### src/rtl/mpuart_rx.sv
module mpuart_rx #(
  parameter int OSR = 16,
  parameter int DW  = 8
) (
  input  logic          clk,
  input  logic          rst_n,
  input  logic          tick,
  input  logic          rxd,
  input  logic          mp_mode,
  input  logic          par_en,
  input  logic          par_odd,
  input  logic [DW-1:0] own_id,
  input  logic          rd_ack,
  output logic [DW-1:0] rx_data,
  output logic          rx_full,
  output logic          err_frame,
  output logic          err_par,
  output logic          err_ovr,
  output logic          irq_rx,
  output logic          irq_err
);
  localparam int CW = $clog2(OSR);
  localparam int BW = $clog2(DW + 3);
  localparam int SW = DW + 2;

  typedef enum logic [1:0] {IDLE, START, BITS} st_t;

  st_t          st;
  logic [CW-1:0] cnt;
  logic [BW-1:0] nb;
  logic [SW-1:0] sh;
  logic          matched;

  wire          ext     = mp_mode | par_en;
  wire [BW-1:0] last    = ext ? BW'(DW + 1) : BW'(DW);
  wire          samp    = (st == BITS) && tick && (cnt == CW'(OSR - 1));
  wire          done    = samp && (nb == last);
  wire [DW-1:0] d       = ext ? sh[SW-2:1] : sh[SW-1:2];
  wire          xb      = sh[SW-1];
  wire          par_bad = (^{d, xb}) != par_odd;
  wire          is_id   = mp_mode & xb;
  wire          listen  = ~mp_mode | is_id | matched;
  wire          id_miss = is_id & (d != own_id);
  wire          take    = done & listen & rxd & ~(~mp_mode & par_en & par_bad) & ~id_miss;
  wire          fe_set  = done & listen & ~rxd;
  wire          pe_set  = done & ~mp_mode & par_en & rxd & par_bad;
  wire          full_eff = rx_full & ~rd_ack;

  always_ff @(posedge clk) begin
    if (!rst_n) begin
      st  <= IDLE;
      cnt <= '0;
      nb  <= '0;
      sh  <= '0;
    end else if (tick) begin
      case (st)
        IDLE: if (!rxd) begin
          st  <= START;
          cnt <= '0;
        end
        START: if (cnt == CW'(OSR / 2 - 1)) begin
          cnt <= '0;
          nb  <= '0;
          st  <= rxd ? IDLE : BITS;
        end else cnt <= cnt + 1'b1;
        BITS: if (cnt == CW'(OSR - 1)) begin
          cnt <= '0;
          sh  <= {rxd, sh[SW-1:1]};
          nb  <= nb + 1'b1;
          if (nb == last) st <= IDLE;
        end else cnt <= cnt + 1'b1;
        default: st <= IDLE;
      endcase
    end
  end

  always_ff @(posedge clk) begin
    if (!rst_n) begin
      rx_data   <= '0;
      rx_full   <= 1'b0;
      err_frame <= 1'b0;
      err_par   <= 1'b0;
      err_ovr   <= 1'b0;
      matched   <= 1'b0;
    end else begin
      if (rd_ack) begin
        rx_full   <= 1'b0;
        err_frame <= 1'b0;
        err_par   <= 1'b0;
        err_ovr   <= 1'b0;
      end
      if (take) begin
        if (full_eff) err_ovr <= 1'b1;
        else begin
          rx_data <= d;
          rx_full <= 1'b1;
        end
      end
      if (fe_set) err_frame <= 1'b1;
      if (pe_set) err_par   <= 1'b1;
      if (!mp_mode) matched <= 1'b0;
      else if (done && is_id) matched <= rxd && (d == own_id);
    end
  end

  assign irq_rx  = rx_full;
  assign irq_err = err_frame | err_par | err_ovr;


  data_hold_chk: assert property (@(posedge clk) disable iff (!rst_n)
    !$stable(rx_data) |-> rx_full && $past(!rx_full || rd_ack));

  read_clear_chk: assert property (@(posedge clk) disable iff (!rst_n)
    rd_ack && !done |=> !rx_full && !err_frame && !err_par && !err_ovr);

  ovr_when_full_chk: assert property (@(posedge clk) disable iff (!rst_n)
    $rose(err_ovr) |-> $past(rx_full));

  par_plain_only_chk: assert property (@(posedge clk) disable iff (!rst_n)
    $rose(err_par) |-> $past(!mp_mode && par_en));

  frame_at_stop_chk: assert property (@(posedge clk) disable iff (!rst_n)
    $rose(err_frame) |-> $past(done));

  skip_silent_chk: assert property (@(posedge clk) disable iff (!rst_n)
    done && mp_mode && !xb && !matched && !rd_ack |=>
      $stable({rx_data, rx_full, err_frame, err_par, err_ovr}));
endmodule

### config.mk
export PLATFORM = sky130hd
export DESIGN_NAME = mpuart_rx
export DESIGN_NICKNAME = d
export VERILOG_FILES = /design/src/rtl/mpuart_rx.sv
export SDC_FILE = /design/constraint.sdc
export NUM_CORES = 1
export LEC_CHECK = 0
export BUFFER_PORTS_ARGS = -buffer_cell sky130_fd_sc_hd__buf_4
export CAP_MARGIN = 30
export CORE_MARGIN = 3
export CORE_UTILIZATION = 46
export DETAILED_ROUTE_END_ITERATION = 7
export PLACE_DENSITY_LB_ADDON = 0.08
export SYNTH_ARGS = -nofsm -noshare
export SYNTH_HDL_FRONTEND = slang
export SYNTH_SLANG_ARGS = --single-unit
### constraint.sdc
create_clock -name clk -period 3.1 [get_ports clk]
set_input_delay 0.465 -clock clk [delete_from_list [all_inputs] [get_ports clk]]
set_output_delay 0.465 -clock clk [all_outputs]
set_load 0.02 [all_outputs]
Word-level counts from Yosys, hierarchy flattened

Cells that the tools add are included.

Register bits: 33
Bits of input ports: 16
Output and inout port bits: 14
Logic and storage cells: 90

$add $sub $neg: 2
Eq/ne operators: 12
Muxes and demuxes: 24
Bitwise logic cells: 25
Reductions and logical operators: 17

Operator list:

| kind                  | count |
|---|---|
| $mux W4               | 5 |
| $and A1 B1 Y1         | 14 |
| $pmux W4 S3           | 1 |
| $mux W1               | 10 |
| $mux W2               | 5 |
| $reduce_xor A9 Y1     | 1 |
| $add A4 B1 Y4 const B | 2 |
| $eq A8 B8 Y1          | 1 |
| $mux W8               | 1 |
| $ne A8 B8 Y1          | 1 |
| $pmux W4 S2           | 1 |
| $not A1 Y1            | 6 |
| $pmux W2 S3           | 1 |
| $reduce_and A3 Y1     | 2 |
| $reduce_bool A2 Y1    | 3 |
| $logic_and A1 B1 Y1   | 5 |
| $or A1 B1 Y1          | 5 |
| $reduce_and A5 Y1     | 1 |
| $eq A4 B3 Y1 const B  | 1 |
| $eq A4 B4 Y1          | 1 |
| $eq A4 B4 Y1 const B  | 1 |
| $ne A2 B1 Y1 const B  | 2 |
| $ne A2 B2 Y1 const B  | 2 |
| $reduce_and A2 Y1     | 2 |
| other kinds (6)       | 6 |

Logic depth before layout (Yosys ltp)

Gate-level depths: netlist of the first run.

Word-level depth: 9
Depth in mapped cells: 9
Mapped depth without buffers: 8

Worst setup path before layout of the first run

Ideal clock, no wire load.

Kind: register to register
Start point: register st[0]
End point: register rx_data[0]
Library setup time: 133 ps
Arrival time: 2068 ps
Data required time: 2967 ps
Path slack: 899 ps
Cell stages (with the launch flop): 9
Path buffers: 0
Period minus slack after synthesis: 2201 ps
Cells stage by stage: dfxtp_1 inv_1 ha_1 and3_1 nand3_2 or3_1 a2111oi_4 o2111ai_4 mux2i_1

Cells in the longest elaborated chain, start to end: 9

RTL lines:

| what                              | RTL line | RTL |
|---|---|---|
| from (decl)                       | 28       | `st_t st;` |
| from (signal assigned)            | 64       | `st <= rxd ? IDLE : BITS;` |
| $eq A2 B2 Y1                      | 36       | `wire samp = (st == BITS) && tick && (cnt == CW'(OSR - 1));` |
| $logic_and A1 B1 Y1 (2 in series) | 36       |  |
| $logic_and A1 B1 Y1               | 37       | `wire done = samp && (nb == last);` |
| $and A1 B1 Y1 (4 in series)       | 44       | `wire take = done & listen & rxd & ~(~mp_mode & par_en & par_bad) & ~id_miss;` |
| $reduce_and A2 Y1 (no line)       | -        |  |
| to (signal assigned)              | 79       | `rx_data <= '0;` |
| to (signal assigned)              | 95       | `rx_data <= d;` |
| to (decl)                         | 14       | `output logic [DW-1:0] rx_data,` |

No other way between the ends.
A chain may end at the register's enable or synchronous reset.

Final worst setup path of the first run

Start point: register st[0]
End point: register rx_data[2]

The elaborated chain is that of the path after synthesis.

==> out/results.tsv, run 1 <==
metric	value	unit
layout-drive-gt1-share	17.4	%
syn_to_final_growth	16.4	%
rsz0062_at_grt	false	
ctsResizeCount	0	
insertion_delay	0.28	ns
worstPathRequired	3.26	ns
setup_viol	0	
grt-ovfl-total	0	
finalNetCount	279	
switching_share	23.0	%
grt_pass1_wl	7330	um
clockPowerShare	43.9	%
crit_cells	8	
cts_sinks	32	
drt_iter0_drc	94	
finalClockSkew	0.00754	ns
cts_root_buffer	clkbuf_8	
grt.met1_usage	23.5	%
seq_area_frac_synth	32.3	%
synth_top_flop_cell	dfxtp_1	
wl_per_cell	13.5	um
route.vias.total	1682	
cp_num_buf_inv	1	
ios	30	
reg2reg_depth	8	
slowest_delay	0.50	ns
hold_viol	0	
final_max_slew_viol_count	0	
diodes	0	
period_share	85.5	%
use_met2	27.3	%
grt_max_degree	41	
p_leak	0.908	nW
crit_arrival	2.81	ns
fp.dieArea	5140	um2
status	finished clean	
cp_cell_sequence	inv_1, ha_1, and3_1, nand3_2, or3_1, a2111oi_4, o2111ai_4, mux2i_1	
hold_depth	3	
hpwlAfterDp	3050	um
slowest_stage	or3_1	
dr.pass1.iters	4	
htreeDepth	2	
cp_top_family	simple AND/OR/NAND/NOR gates	
worstPathMaxFanout	14	
tns	0	ns
p_per_area	387	nW/um2
worstMarginPinSlew	0.560	ns
busiest_layer	met2	
internal-power	0.000689	W
synthesis.nets	258	
clockBufferDepth	2	
core	4090	um2
dieWidth	71.7	um
switchingPower	0.000205	W
synth_edf_count	0	
cts_setup_buffers	0	
ant_nets	0	
seqPwrFrac	46.4	%
combPwrFrac	9.7	%
fp.dieH	71.7	um
crit_type	reg2reg	
avgViaCountPerCell	5.44	
grt_util_met3	5.05	%
rows	23	
grt_pass1_vias	1605	
synth_area	1990	um2
cts.clk_slew.worst_paths	0.07	ns
vdd_drop_max	0.267	mV
synth-async-reset-ratio	0	%
synth_cell_types	47	
hold_class	in2reg	
max_freq	0.377	GHz
antenna_found_initial	0	
gp_congestion	0.755	
syn-instance-count	237	
synth_area_per_cell	8.38	um2
yosys_warnings	0	
endpoint_kind	register	
start_util	48.6	%
route.detailed.drc	0	
portBuffers	29	
grtUsageTotal	17.9	%
cap_violations	0	
min_period	2.65	ns
ys_ff_latch	32	
cts_tree	yes	
slew-limit-headroom	62.6	%
cp-start-kind	register	
hold_slack	0.445	ns
wirelength	4170	um
cts_buffers	5	
postCtsHoldBufs	0	
## metal layers
layer	vias to the layer above	part of all wire (%)
li1	872	-
met1	761	49
met2	41	44
met3	8	5.4
met4	0	2.1
met5	-	0
## cells by family after synthesis
logic type	synth area share (%)
DFF	32.3
and+or+nand+nor	21.3
muxes	10.3
xor gates and xnor gates	6.87
buffers and inverters	5.61
adders and majority gates	3.15
AOI/OAI and AO/OA	20.5
## placed cells by master, fill, tap and decap left out, drive strengths merged, types with 3 or more instances in the layout
cell and n:
o21a 3, nor2b 12, nor2 8, nand3 8
dfxtp 32, o22ai 3, nor3 4, xor2 3
a21boi 7, mux2 4, o211ai 3, o2111ai 4
o21ai 11, a21oi 10, nand2b 4, xnor2 10
inv 13, mux2i 16, and2 7, ha 5
buf 29, nand2 33, clkbuf 6
## state kept, by name, summed over array words and instances (netlist names)
name,flops
cnt,4
err_frame,1
err_ovr,1
err_par,1
irq_rx,1
matched,1
nb,4
rx_data,8
sh,9
st,2
## Yosys cell counts (4+ instances only)
library cell	count	share of area (%)
dfxtp_1	32	32
xnor2_1	10	4.4
mux2_2	4	2.3
nor2b_1	12	3.8
nand2b_1	4	1.3
nor3_1	4	1.0
clkbuf_1	12	2.3
o21ai_0	11	2.8
nor2_1	7	1.3
nand3_1	7	1.8
and2_1	7	2.2
mux2i_1	16	8.1
ha_1	5	3.2
a21oi_1	10	2.5
a21boi_0	6	2.3
nand2_1	33	6.2
inv_1	13	2.5
## power groups by stage
stage / clock (W) / combinational (W) / sequential (W)
after floorplan: 0 / 0.0000555 / 0.000424
after global placement: 0 / 0.0000857 / 0.000424
after detailed placement: 0 / 0.0000864 / 0.000424
after CTS: 0.000404 / 0.0000868 / 0.000415
after global routing: 0.000421 / 0.0000968 / 0.000415
final: 0.000392 / 0.0000869 / 0.000415
## per-stage QoR
stage / setup slack, ns / instance area (um2) / std cells / total power, W / util (%)
after floorplan: 0.899 / 1990 / 237 / 0.000479 / -
after global placement: 0.505 / 2200 / 301 / 0.000510 / 53.9
after detailed placement: 0.418 / 2200 / 301 / 0.000510 / 53.9
after CTS: 0.410 / 2310 / 309 / 0.000905 / 56.6
after global routing: 0.205 / 2310 / 309 / 0.000933 / 56.6
final: 0.450 / 2310 / 309 / 0.000894 / 56.6
## tightest hold or removal path, delay by kind of cell
kind | cells | cell delay, ns
compound gates | 1 | 0.03
buf+inv | 1 | 0.10
simple gates | 1 | 0.09
## path summary, 6_finish.rpt
| path | startpoint | end | slack [ns] |
|---|---|---|---|
| hold / removal | rd_ack | err_ovr | 0.44 |
| hold reg to reg | rx_data[4] | rx_data[4] | 0.46 |
| setup / recovery | st[0] | rx_data[2] | 0.45 |
| setup reg to reg | st[0] | rx_data[2] | 0.45 |
## cell type report
class	instances	area [um2]
Sequential cell	32	641
Timing Repair Buffer	29	218
Clock inverter	2	35.0
Tap cell	50	62.6
Inverter	13	48.8
Clock buffer	6	72.6
Multi-Input combinational cell	177	1230
Fill cell	411	1780
(Power assumes the default switching activity.)
==> inputs of run 2 (changes only) <==
Settings changed: BUFFER_PORTS_ARGS -buffer_cell sky130_fd_sc_hd__buf_4 to -buffer_cell sky130_fd_sc_hd__buf_2.
==> run 2 against run 1 <==
Clock power decreased by 22%. Cell count decreased by 0.32%. Design area down 4.4%. Worst hold slack gained 0.011 ns. Via count decreased by 0.59%.
==> out/results.tsv, run 2 (synthesis gave the netlist of run 1 again) <==
metric	value	unit	change
min_period	2.67	ns	+0.0169 ns
slew-limit-headroom	59.0	%	-3.5 points
switchingPower	0.000202	W	-1.4%
cts_setup_buffers	0		unchanged
worstMarginPinSlew	0.614	ns	+0.0543 ns
wirelength	4100	um	-1.8%
worstPathRequired	3.26	ns	about the same
p_leak	0.882	nW	-2.8%
finalClockSkew	0.00566	ns	-0.00188 ns
max_freq	0.375	GHz	-0.63%
setup_ws	0.433	ns	-0.0169 ns
setup_viol	0		unchanged
highest_layer	met4		
cp_top_family	simple AND/OR/NAND/NOR gates		
route.detailed.drc	0		unchanged
crit_type	reg2reg		
clockBufferDepth	2		unchanged
grt_pass1_vias	1548		-3.6%
portBuffers	29		unchanged
cp-start-kind	register		
cp_cell_sequence	inv_1, ha_1, and3_1, nand3_2, or3_1, a2111oi_4, o2111ai_4, mux2i_1		
final_max_slew_viol_count	0		unchanged
fp.dieArea	5140	um2	unchanged
mostFrequentLayoutCells	nand2_1 (33), dfxtp_1 (32), buf_2 (29)		
reg.largest.list	sh: 9 flops, rx_data: 8 flops		
slowest_delay	0.49	ns	about the same
hpwlAfterDp	3040	um	-0.21%
final_common_cell	nand2_1		
postLayoutCoreUtil	54.0	%	-2.5 points
grt_pass1_wl	7050	um	-3.8%
internal-power	0.000597	W	-13%
insertion_delay	0.29	ns	about the same
switching_share	25.3	%	+2.3 points
cap_violations	0		unchanged
dieWidth	71.7	um	unchanged
route.vias.total	1672		-0.59%
tns	0	ns	unchanged
rows	23		unchanged
syn_to_final_growth	11.2	%	
cts_buffers	5		unchanged
nFillCells	401		-2.4%
combPwrFrac	10.1	%	+0.4 points
period_share	86.0	%	+0.54 points
cts_sinks	32		unchanged
hold_class	reg2reg		
layout-drive-gt1-share	17.1	%	-0.32 points
hold_viol	0		unchanged
ant_nets	0		unchanged
cts.clk_slew.worst_paths	0.07	ns	about the same
endpoint_kind	register		
crit_arrival	2.82	ns	about the same
wl_met3	232	um	+3.1%
htreeDepth	2		unchanged
worstPathMaxFanout	14		unchanged
vdd_drop_max	0.152	mV	-43%
status	finished clean		
antenna_found_initial	0		unchanged
grtUsageTotal	17.4	%	-0.50 points
cp_num_buf_inv	1		unchanged
postCtsHoldBufs	0		unchanged
seqPwrFrac	51.9	%	+5.5 points
cts_tree	yes		
cts_root_buffer	clkbuf_8		
finalNetCount	279		unchanged
clockPowerShare	38.1	%	-5.8 points
drt_iter0_drc	57		-39%
met2RoutedLength	1770	um	-2.7%
ios	30		unchanged
detail_route.wirelength.met1	1990	um	-2.4%
diodes	0		unchanged
p_per_area	362	nW/um2	-6.4%
grt_max_degree	41		unchanged
rsz0062_at_grt	false		
dr.pass1.iters	4		unchanged
wl_per_cell	13.3	um	-1.4%
hold_slack	0.456	ns	+0.0111 ns
dp_slack	0.416	ns	-0.00233 ns
gp_congestion	0.782		+3.6%
start_util	48.6	%	unchanged
regMostFlops	sh		
placed_area	2130	um2	-3.3%
design_area	2210	um2	-4.4%
ctsResizeCount	0		unchanged
grt-ovfl-total	0		unchanged
slowest_stage	or3_1		
core	4090	um2	unchanged
avgViaCountPerCell	5.43		-0.27%
largest_register_ff_count	9		unchanged
fp.dieH	71.7	um	unchanged
[run 2: cell types whose count changed in the layout (fill, tap and decap cells not counted), sizes merged]
cell,delta
bufinv,-1
[run 2: layout make-up]
type,count,area (um2),area share [%]
inverter,13,48.8,2.21
clock inverter,1,5.00,0.227
sequential,32,641,29.0
clock buffer,6,72.6,3.29
multi-input combinational,177,1230,55.9
tap,50,62.6,2.83
timing repair buffer,29,145,6.57
[run 2: power groups by stage]
stage          Sequential, W  Combinational (W)  Clock, W
3_3_place_gp        0.000424          0.0000809         0
3_5_place_dp        0.000424          0.0000803         0
6_report            0.000415          0.0000805  0.000304
5_1_grt             0.000415          0.0000909  0.000336
4_1_cts             0.000415          0.0000807  0.000315
2_1_floorplan       0.000424          0.0000555         0
[run 2: layer usage]
metal	vias up	track usage [%]
li1	867	-
met1	757	23.1
met2	35	25.4
met3	13	5.75
met4	0	8.14
met5	-	0
[run 2: path summary, 6_finish.rpt]
path	slack (ns)	depth (start not counted)	start	endpoint
max	0.43	8	st[0]	rx_data[0]
min	0.46	2	rx_data[5]	rx_data[5]
max reg2reg	0.43	8	st[0]	rx_data[0]
min reg2reg	0.46	2	rx_data[5]	rx_data[5]
[run 2: per-stage QoR]
stage / power, W / std cells
2_1_floorplan: 0.000479 / 237
3_3_place_gp: 0.000505 / 301
3_5_place_dp: 0.000504 / 301
4_1_cts: 0.000811 / 308
5_1_grt: 0.000842 / 308
6_report: 0.000800 / 308
[run 2: worst register-to-register path, stage by stage, from the launching register on]
cell       delay [ns]
dfxtp_1          0.32
inv_1            0.08
ha_1             0.40
and3_1           0.25
nand3_2          0.18
or3_1            0.49
a2111oi_4        0.35
o2111ai_4        0.27
mux2i_1          0.20
